[src/rtl/npc_pkg.sv]
package npc_pkg;
  typedef enum logic [1:0] {
    NXT_SEQ    = 2'd0,
    NXT_BRANCH = 2'd1,
    NXT_JUMP   = 2'd2
  } nxt_sel_e;
endpackage

[src/rtl/npc_decode.sv]
module npc_decode
  import npc_pkg::*;
#(
  parameter int unsigned XLEN    = 32,
  parameter int unsigned OPC_W   = 6,
  parameter int unsigned OP_BNE  = 5,
  parameter int unsigned OP_JUMP = 2
) (
  input  logic [OPC_W-1:0] opcode,
  input  logic [XLEN-1:0]  cmp_a,
  input  logic [XLEN-1:0]  cmp_b,
  input  logic             step_en,
  output nxt_sel_e         sel,
  output logic             redirect
);
  logic is_bne, is_jump, ops_differ;

  assign is_bne     = (opcode == OPC_W'(OP_BNE));
  assign is_jump    = (opcode == OPC_W'(OP_JUMP));
  assign ops_differ = (cmp_a != cmp_b);

  always_comb begin
    if (is_jump)                  sel = NXT_JUMP;
    else if (is_bne && ops_differ) sel = NXT_BRANCH;
    else                          sel = NXT_SEQ;
  end

  assign redirect = step_en && (sel != NXT_SEQ);
endmodule

[src/rtl/npc_targets.sv]
module npc_targets #(
  parameter int unsigned XLEN  = 32,
  parameter int unsigned OFF_W = 16,
  parameter int unsigned TGT_W = 26
) (
  input  logic [XLEN-1:0] pc,
  input  logic [XLEN-1:0] instr,
  output logic [XLEN-1:0] seq_pc,
  output logic [XLEN-1:0] br_pc,
  output logic [XLEN-1:0] jmp_pc
);
  localparam int unsigned HI_W  = XLEN - TGT_W - 2;
  localparam int unsigned EXT_W = XLEN - OFF_W - 2;

  function automatic logic [XLEN-1:0] f_seq(input logic [XLEN-1:0] p);
    return p + XLEN'(4);
  endfunction

  function automatic logic [XLEN-1:0] f_branch(input logic [XLEN-1:0] p4,
                                               input logic [OFF_W-1:0] off);
    logic [XLEN-1:0] disp;
    disp = {{EXT_W{off[OFF_W-1]}}, off, 2'b00};
    return p4 + disp;
  endfunction

  function automatic logic [XLEN-1:0] f_jump(input logic [XLEN-1:0] p4,
                                             input logic [TGT_W-1:0] tgt);
    return {p4[XLEN-1 -: HI_W], tgt, 2'b00};
  endfunction

  assign seq_pc = f_seq(pc);
  assign br_pc  = f_branch(seq_pc, instr[OFF_W-1:0]);
  assign jmp_pc = f_jump(seq_pc, instr[TGT_W-1:0]);
endmodule

[src/rtl/npc_pc_reg.sv]
module npc_pc_reg #(
  parameter int unsigned XLEN    = 32,
  parameter logic [XLEN-1:0] RST_VAL = '0
) (
  input  logic            clk,
  input  logic            rst,
  input  logic            en,
  input  logic [XLEN-1:0] d,
  output logic [XLEN-1:0] q
);
  always_ff @(posedge clk) begin
    if (rst)     q <= RST_VAL;
    else if (en) q <= d;
  end
endmodule

[src/rtl/pc_sequencer.sv]
module pc_sequencer
  import npc_pkg::*;
#(
  parameter int unsigned XLEN    = 32,
  parameter int unsigned OPC_W   = 6,
  parameter int unsigned OFF_W   = 16,
  parameter int unsigned TGT_W   = 26,
  parameter int unsigned OP_BNE  = 5,
  parameter int unsigned OP_JUMP = 2
) (
  input  logic            clk,
  input  logic            rst,
  input  logic            step_en,
  input  logic [XLEN-1:0] instr,
  input  logic [XLEN-1:0] cmp_a,
  input  logic [XLEN-1:0] cmp_b,
  output logic [XLEN-1:0] pc_q,
  output logic            redirect
);
  localparam int unsigned HI_W = XLEN - TGT_W - 2;

  nxt_sel_e        sel;
  logic [XLEN-1:0] seq_pc, br_pc, jmp_pc, pc_next;
  logic [OPC_W-1:0] opcode;

  assign opcode = instr[XLEN-1 -: OPC_W];

  npc_decode #(.XLEN(XLEN), .OPC_W(OPC_W), .OP_BNE(OP_BNE), .OP_JUMP(OP_JUMP)) u_decode (
    .opcode(opcode), .cmp_a(cmp_a), .cmp_b(cmp_b), .step_en(step_en),
    .sel(sel), .redirect(redirect)
  );

  npc_targets #(.XLEN(XLEN), .OFF_W(OFF_W), .TGT_W(TGT_W)) u_targets (
    .pc(pc_q), .instr(instr), .seq_pc(seq_pc), .br_pc(br_pc), .jmp_pc(jmp_pc)
  );

  always_comb begin
    unique case (sel)
      NXT_BRANCH: pc_next = br_pc;
      NXT_JUMP:   pc_next = jmp_pc;
      default:    pc_next = seq_pc;
    endcase
  end

  npc_pc_reg #(.XLEN(XLEN), .RST_VAL('0)) u_pc_reg (
    .clk(clk), .rst(rst), .en(step_en), .d(pc_next), .q(pc_q)
  );

  // no step, no movement
  a_r2_hold_when_idle: assert property (@(posedge clk) disable iff (rst)
    !step_en |=> $stable(pc_q));

  // no redirect without a step
  a_r2_no_redirect_idle: assert property (@(posedge clk) disable iff (rst)
    !step_en |-> !redirect);

  // a step without redirect is a plain increment
  a_r3_seq_advance: assert property (@(posedge clk) disable iff (rst)
    (step_en && !redirect) |=> pc_q == $past(pc_q) + XLEN'(4));

  // equal operands never redirect
  a_r5_equal_not_taken: assert property (@(posedge clk) disable iff (rst)
    (opcode == OPC_W'(OP_BNE) && cmp_a == cmp_b) |-> !redirect);

  // jump keeps upper bits of the incremented address, word aligned
  a_r7_jump_region: assert property (@(posedge clk) disable iff (rst)
    (step_en && opcode == OPC_W'(OP_JUMP)) |=>
      (pc_q[XLEN-1 -: HI_W] == $past(seq_pc[XLEN-1 -: HI_W])) && (pc_q[1:0] == 2'b00));
endmodule

[config.mk]
export PLATFORM = sky130hd
export DESIGN_NAME = pc_sequencer
export DESIGN_NICKNAME = d
export VERILOG_FILES = /design/src/rtl/npc_pkg.sv /design/src/rtl/npc_decode.sv /design/src/rtl/npc_targets.sv /design/src/rtl/npc_pc_reg.sv /design/src/rtl/pc_sequencer.sv
export SDC_FILE = /design/constraint.sdc
export NUM_CORES = 1
export LEC_CHECK = 0
export BUFFER_PORTS_ARGS = -buffer_cell sky130_fd_sc_hd__buf_2
export CAP_MARGIN = 40
export CORE_MARGIN = 10
export CORE_UTILIZATION = 50
export DETAILED_ROUTE_END_ITERATION = 12
export PLACE_DENSITY = 0.77
export SYNTH_ARGS = -nofsm -noshare
export SYNTH_HDL_FRONTEND = slang
export SYNTH_HIERARCHICAL = 1
export SYNTH_SLANG_ARGS = --single-unit
[constraint.sdc]
create_clock -name clk -period 5.7 [get_ports clk]
set_input_delay 0.57 -clock clk [delete_from_list [all_inputs] [get_ports clk]]
set_output_delay 0.57 -clock clk [all_outputs]
set_load 0.005 [all_outputs]
After elaboration in Yosys (flattened, before gate mapping)
Cells that the tools add are included.
{"block": "totals", "reg_bits": 32, "in_bits": 99, "output_inout_bits": 33, "word_cells": 14}
{"block": "classes", "n_addsub": 2, "eq_ne": 5, "mux": 3, "n_reduce_logical": 3}
{"cell": "32-bit one-hot mux with 2 select lines", "n": 1}
{"cell": "32-bit by 3-bit adder with 32-bit output (second input constant)", "n": 1}
{"cell": "32-bit adder", "n": 1}
{"cell": "32-bit inequality test", "n": 1}
{"cell": "6-bit by 2-bit equality test with 1-bit output (second input constant)", "n": 1}
{"cell": "6-bit by 3-bit equality test with 1-bit output (second input constant)", "n": 1}
{"cell": "2-bit by 1-bit equality test with 1-bit output (second input constant)", "n": 1}
{"cell": "2-bit equality test (second input constant)", "n": 1}
{"cell": "1-bit logical AND", "n": 2}
{"cell": "2-bit 2-to-1 mux", "n": 1}
{"cell": "2-bit nonzero test", "n": 1}
{"cell": "1-bit 2-to-1 mux", "n": 1}

Depth between registers and ports, before layout
{"block": "logic_depth", "word_depth": 6, "mapped_depth": 20, "depth_no_buf": 18}

Modules after synthesis
Netlist, hierarchy kept.
{"module": "npc_targets", "n_inst": 1, "cells_each": 364, "area_per_inst_um2": 2547.4, "seq_area_each_um2": 0.0}
{"module": "npc_pc_reg", "n_inst": 1, "cells_each": 103, "area_per_inst_um2": 1163.6, "seq_area_each_um2": 640.6}
{"module": "pc_sequencer", "n_inst": 1, "cells_each": 113, "area_per_inst_um2": 636.9, "seq_area_each_um2": 0.0}
{"module": "npc_decode", "n_inst": 1, "cells_each": 52, "area_per_inst_um2": 396.6, "seq_area_each_um2": 0.0}

Least setup slack after synthesis
No wires, ideal clock.
{"block": "synth_path", "path_type": "reg-to-reg", "start": "reg u_pc_reg.q[4]", "end": "reg u_pc_reg.q[30]", "setup_ps": 128, "arrival_time_ps": 3289, "required_ps": 5572, "slack_ps": 2283, "path_stages_with_launch": 19, "path_buffers": 2, "synth_period_minus_slack_ps": 3417, "cell_sequence": "dfxtp_1 -> and4_4 -> and3_1 -> buf_4 -> nand3_1 -> nor2_1 -> xor2_1 -> ha_1 -> clkbuf_1 -> and3_1 -> a221o_1 -> a21o_1 -> o211ai_1 -> o211ai_1 -> xor2_1 -> a22oi_1 -> o21ai_1 -> mux2i_1 -> nor2_1"}
{"block": "synth_via", "elab_chain_len": 3}
{"item": "from (decl)", "line": "npc_pc_reg.sv:9", "text": "output logic [XLEN-1:0] q"}
{"item": "from (signal assigned)", "line": "npc_pc_reg.sv:12", "text": "if (rst) q <= RST_VAL;"}
{"item": "from (signal assigned)", "line": "npc_pc_reg.sv:13", "text": "else if (en) q <= d;"}
{"item": "32-bit by 3-bit adder with 32-bit output", "line": "npc_targets.sv:16", "text": "return p + XLEN'(4);"}
{"item": "net seq_pc[20]", "line": "pc_sequencer.sv:23", "text": "logic [XLEN-1:0] seq_pc, br_pc, jmp_pc, pc_next;"}
{"item": "32-bit adder", "line": "npc_targets.sv:23", "text": "return p4 + disp;"}
{"item": "net br_pc[30]", "line": "pc_sequencer.sv:23"}
{"item": "32-bit one-hot mux with 2 select lines", "line": "pc_sequencer.sv:38", "text": "unique case (sel)"}
{"item": "net pc_next[30]", "line": "pc_sequencer.sv:23"}
The timed path passes the listed nets, and every way through them passes these cells.
A chain may end at the register's enable or synchronous reset.

Final worst setup path
{"block": "layout_path", "start": "reg u_pc_reg.q[4]", "end": "reg u_pc_reg.q[31]"}
Same word-level chain as after synthesis.

==> results.json <==
{
  "synth_flop_cell": "dfxtp_1",
  "largest_reg_flops": 32,
  "drc": 0,
  "synth-seq-cells": 32,
  "cts_tree": "built",
  "startpoint_type": "register",
  "hp-class": "register to register",
  "clock_skew_ns": 0.0115,
  "fmax_ghz": 0.253,
  "rsz0062_at_grt": "no",
  "initial_utilization_pct": 51.3,
  "grt_pass1_wl_um": 21900,
  "reg.largest.list": "u_pc_reg/q: 32 flops",
  "yosysSeqAreaShare_pct": 13.5,
  "crit_end": "u_pc_reg/q[31]",
  "gp_congestion": 0.913,
  "power_density_nw_per_um2": 116,
  "setup.worst_path.class": "register to register",
  "synth_enable_flop_cells": 0,
  "port_buffers": 131,
  "setup_ws_ns": 1.74,
  "timing.rr.start": "u_pc_reg/q[4]",
  "endpoint_kind": "register",
  "slew_headroom_pct": 52.4,
  "r2r_end": "u_pc_reg/q[31]",
  "reg2reg_slack_ns": 1.74,
  "peakVddDrop_mv": 0.0883,
  "grt_overflow": 0,
  "ioPinCount": 132,
  "crit_start": "u_pc_reg/q[4]",
  "setup_tns_ns": 0,
  "rows": 35,
  "cp_max_fo": 8,
  "vias": 4751,
  "antenna_found_initial": 0,
  "wl_met2_um": 6510,
  "die_area_um2": 13800,
  "drive_gt1_share_pct": 22.9,
  "antenna_cells": 0,
  "die_w_um": 117,
  "ant_nets": 0,
  "crit_required_ns": 5.92,
  "vias_per_cell": 5.68,
  "h-tree-depth": 2,
  "num-nets-final": 841,
  "wl_met3_um": 965,
  "p_leak_uw": 0.00245,
  "root_buffer": "clkbuf_8",
  "die_h_um": 117,
  "ys_types": 61,
  "cts_hold_buf": 0,
  "syn_avg_cell_area_um2": 7.51,
  "outcome": "completed",
  "core_um2": 9240,
  "yosysWarnings": 6,
  "drt_iter0_drc": 290,
  "wl_met1_um": 5970,
  "grt_start_max_net_pins": 35,
  "insertion_delay_ns": 0.29,
  "ys_async_sr_fraction_pct": 0,
  "numCtsBuffers": 5,
  "syn-cell-area_um2": 4740,
  "dr.max_layer_used": "met4",
  "tightestPinTransition_ns": 0.714,
  "dp_hpwl_um": 11000,
  "cp.arrival_ns": 4.18,
  "grt_pass1_vias": 4704,
  "post-route-min-period_ns": 3.96,
  "postCtsSetupBuffers": 0,
  "grt_use_total_pct": 18.3,
  "wl_um": 13700,
  "finalHoldViolCount": 0,
  "top_register": "u_pc_reg/q",
  "clock_sinks": 32,
  "clock_tree.buffer_depth": 2,
  "post_cts_resize_count": 0,
  "max_cap_viol_count": 0,
  "synth_cells": 632,
  "synthToLayoutAreaGrowth_pct": 10.7,
  "slew_viol_final": 0,
  "reg2regPathDepth": 16,
  "drtPass1Iterations": 6,
  "finalSetupViolCount": 0,
  "path_clk_slew_ns": 0.08,
  "finalCritPeriodShare_pct": 69.5,
  "place_ws_ns": 1.86,
  "wl_per_cell_um": 16.3
}
## through the flow
step	instances	hold slack [ns]	util (%)	total power [µW]	instance area (µm²)
global route	836	0.588	56.8	637	5250
CTS	836	0.547	56.8	611	5250
detailed placement	828	0.535	55.6	389	5140
global placement	826	0.523	55.0	381	5080
finish	836	0.545	56.8	609	5250
floorplan	633	0.530	-	343	4750
## where the power goes
part / switching [µW] / internal, µW / total, µW / leakage [µW]
Sequential: 2.01 / 225 / 227 / 0.000258
Clock: 94.9 / 129 / 224 / 0.0000541
Combinational: 84.1 / 73.4 / 158 / 0.00213
## layout make-up
cell class,instances,area [µm²]
multi-input cells,520,3570
clock buffers,5,68.8
repair buffers,134,718
inverters,13,48.8
clock inverters,3,42.5
flip-flops and latches,32,641
well taps,129,161
fillers,885,3990
## cell families after synthesis
group,Yosys count,share of synthesized area (%)
compound gates,160,22.1
xor+xnor,86,16.2
fa+ha+maj,36,9.65
buf+inv,81,11.4
flops,32,13.5
mux,33,6.96
other cells,1,0.0790
simple gates,203,20.2
## cell usage in the layout (no fill, tap or decap), types with 9 or more instances in the layout
cell type	count
xnor2_1	32
and3_1	9
mux2i_1	33
a22oi_1	32
o21ai_0	17
dfxtp_1	32
a21oi_1	31
ha_1	34
inv_1	13
nor2_1	58
nand4_1	9
nand2_1	71
nand3_1	17
buf_2	131
xor2_1	53
a21o_1	11
nor4_1	9
o21ai_1	36
## routing by layer
| metal | vias up | track usage [%] |
|---|---|---|
| li1 | 2355 | - |
| met1 | 2183 | 21.9 |
| met4 | 0 | 4.30 |
| met3 | 17 | 4.80 |
| met5 | - | 0 |
| met2 | 196 | 31.6 |
## how the worst min path moves through the flow
stage / cells past startpoint / from / end / slack (ns)
floorplan: 2 / u_pc_reg/q[0] / u_pc_reg/q[0] / 0.53
global placement: 2 / u_pc_reg/q[0] / u_pc_reg/q[0] / 0.52
detailed placement: 2 / u_pc_reg/q[1] / u_pc_reg/q[1] / 0.54
CTS: 2 / u_pc_reg/q[1] / u_pc_reg/q[1] / 0.55
global route: 2 / u_pc_reg/q[31] / u_pc_reg/q[31] / 0.59
finish: 2 / u_pc_reg/q[1] / u_pc_reg/q[1] / 0.54
## synthesized netlist by cell type (all sizes together), types with 5 or more instances
library cell,number,share of area (%)
nand4,9,1.2
nor4,10,1.5
o21bai,6,0.95
buf,57,9.5
and3,11,1.6
nand3,17,1.8
nor3,7,0.74
ha,35,9.2
dfxtp,32,14
nand2,72,5.9
a22oi,32,5.1
a31oi,5,0.79
mux2i,33,7.0
clkbuf,11,0.87
xnor2,32,5.9
xor2,53,9.8
a21o,11,1.7
inv,13,1.0
nor2,60,5.0
o21ai,56,6.1
a21oi,32,3.5
## worst max-delay path, stage by stage, from the launching register on
cell       delay (ns)
dfxtp_1          0.46
and4_4           0.29
and3_1           0.30
nand3_1          0.25
nor2_1           0.21
xor2_1           0.22
ha_1             0.36
a21oi_1          0.23
o21ai_1          0.14
a2111oi_0        0.41
a31oi_1          0.13
a41oi_1          0.24
xor2_1           0.19
a22oi_1          0.08
o21ai_0          0.19
mux2i_1          0.09
nor2_1           0.10
(Power assumes the default switching activity.)
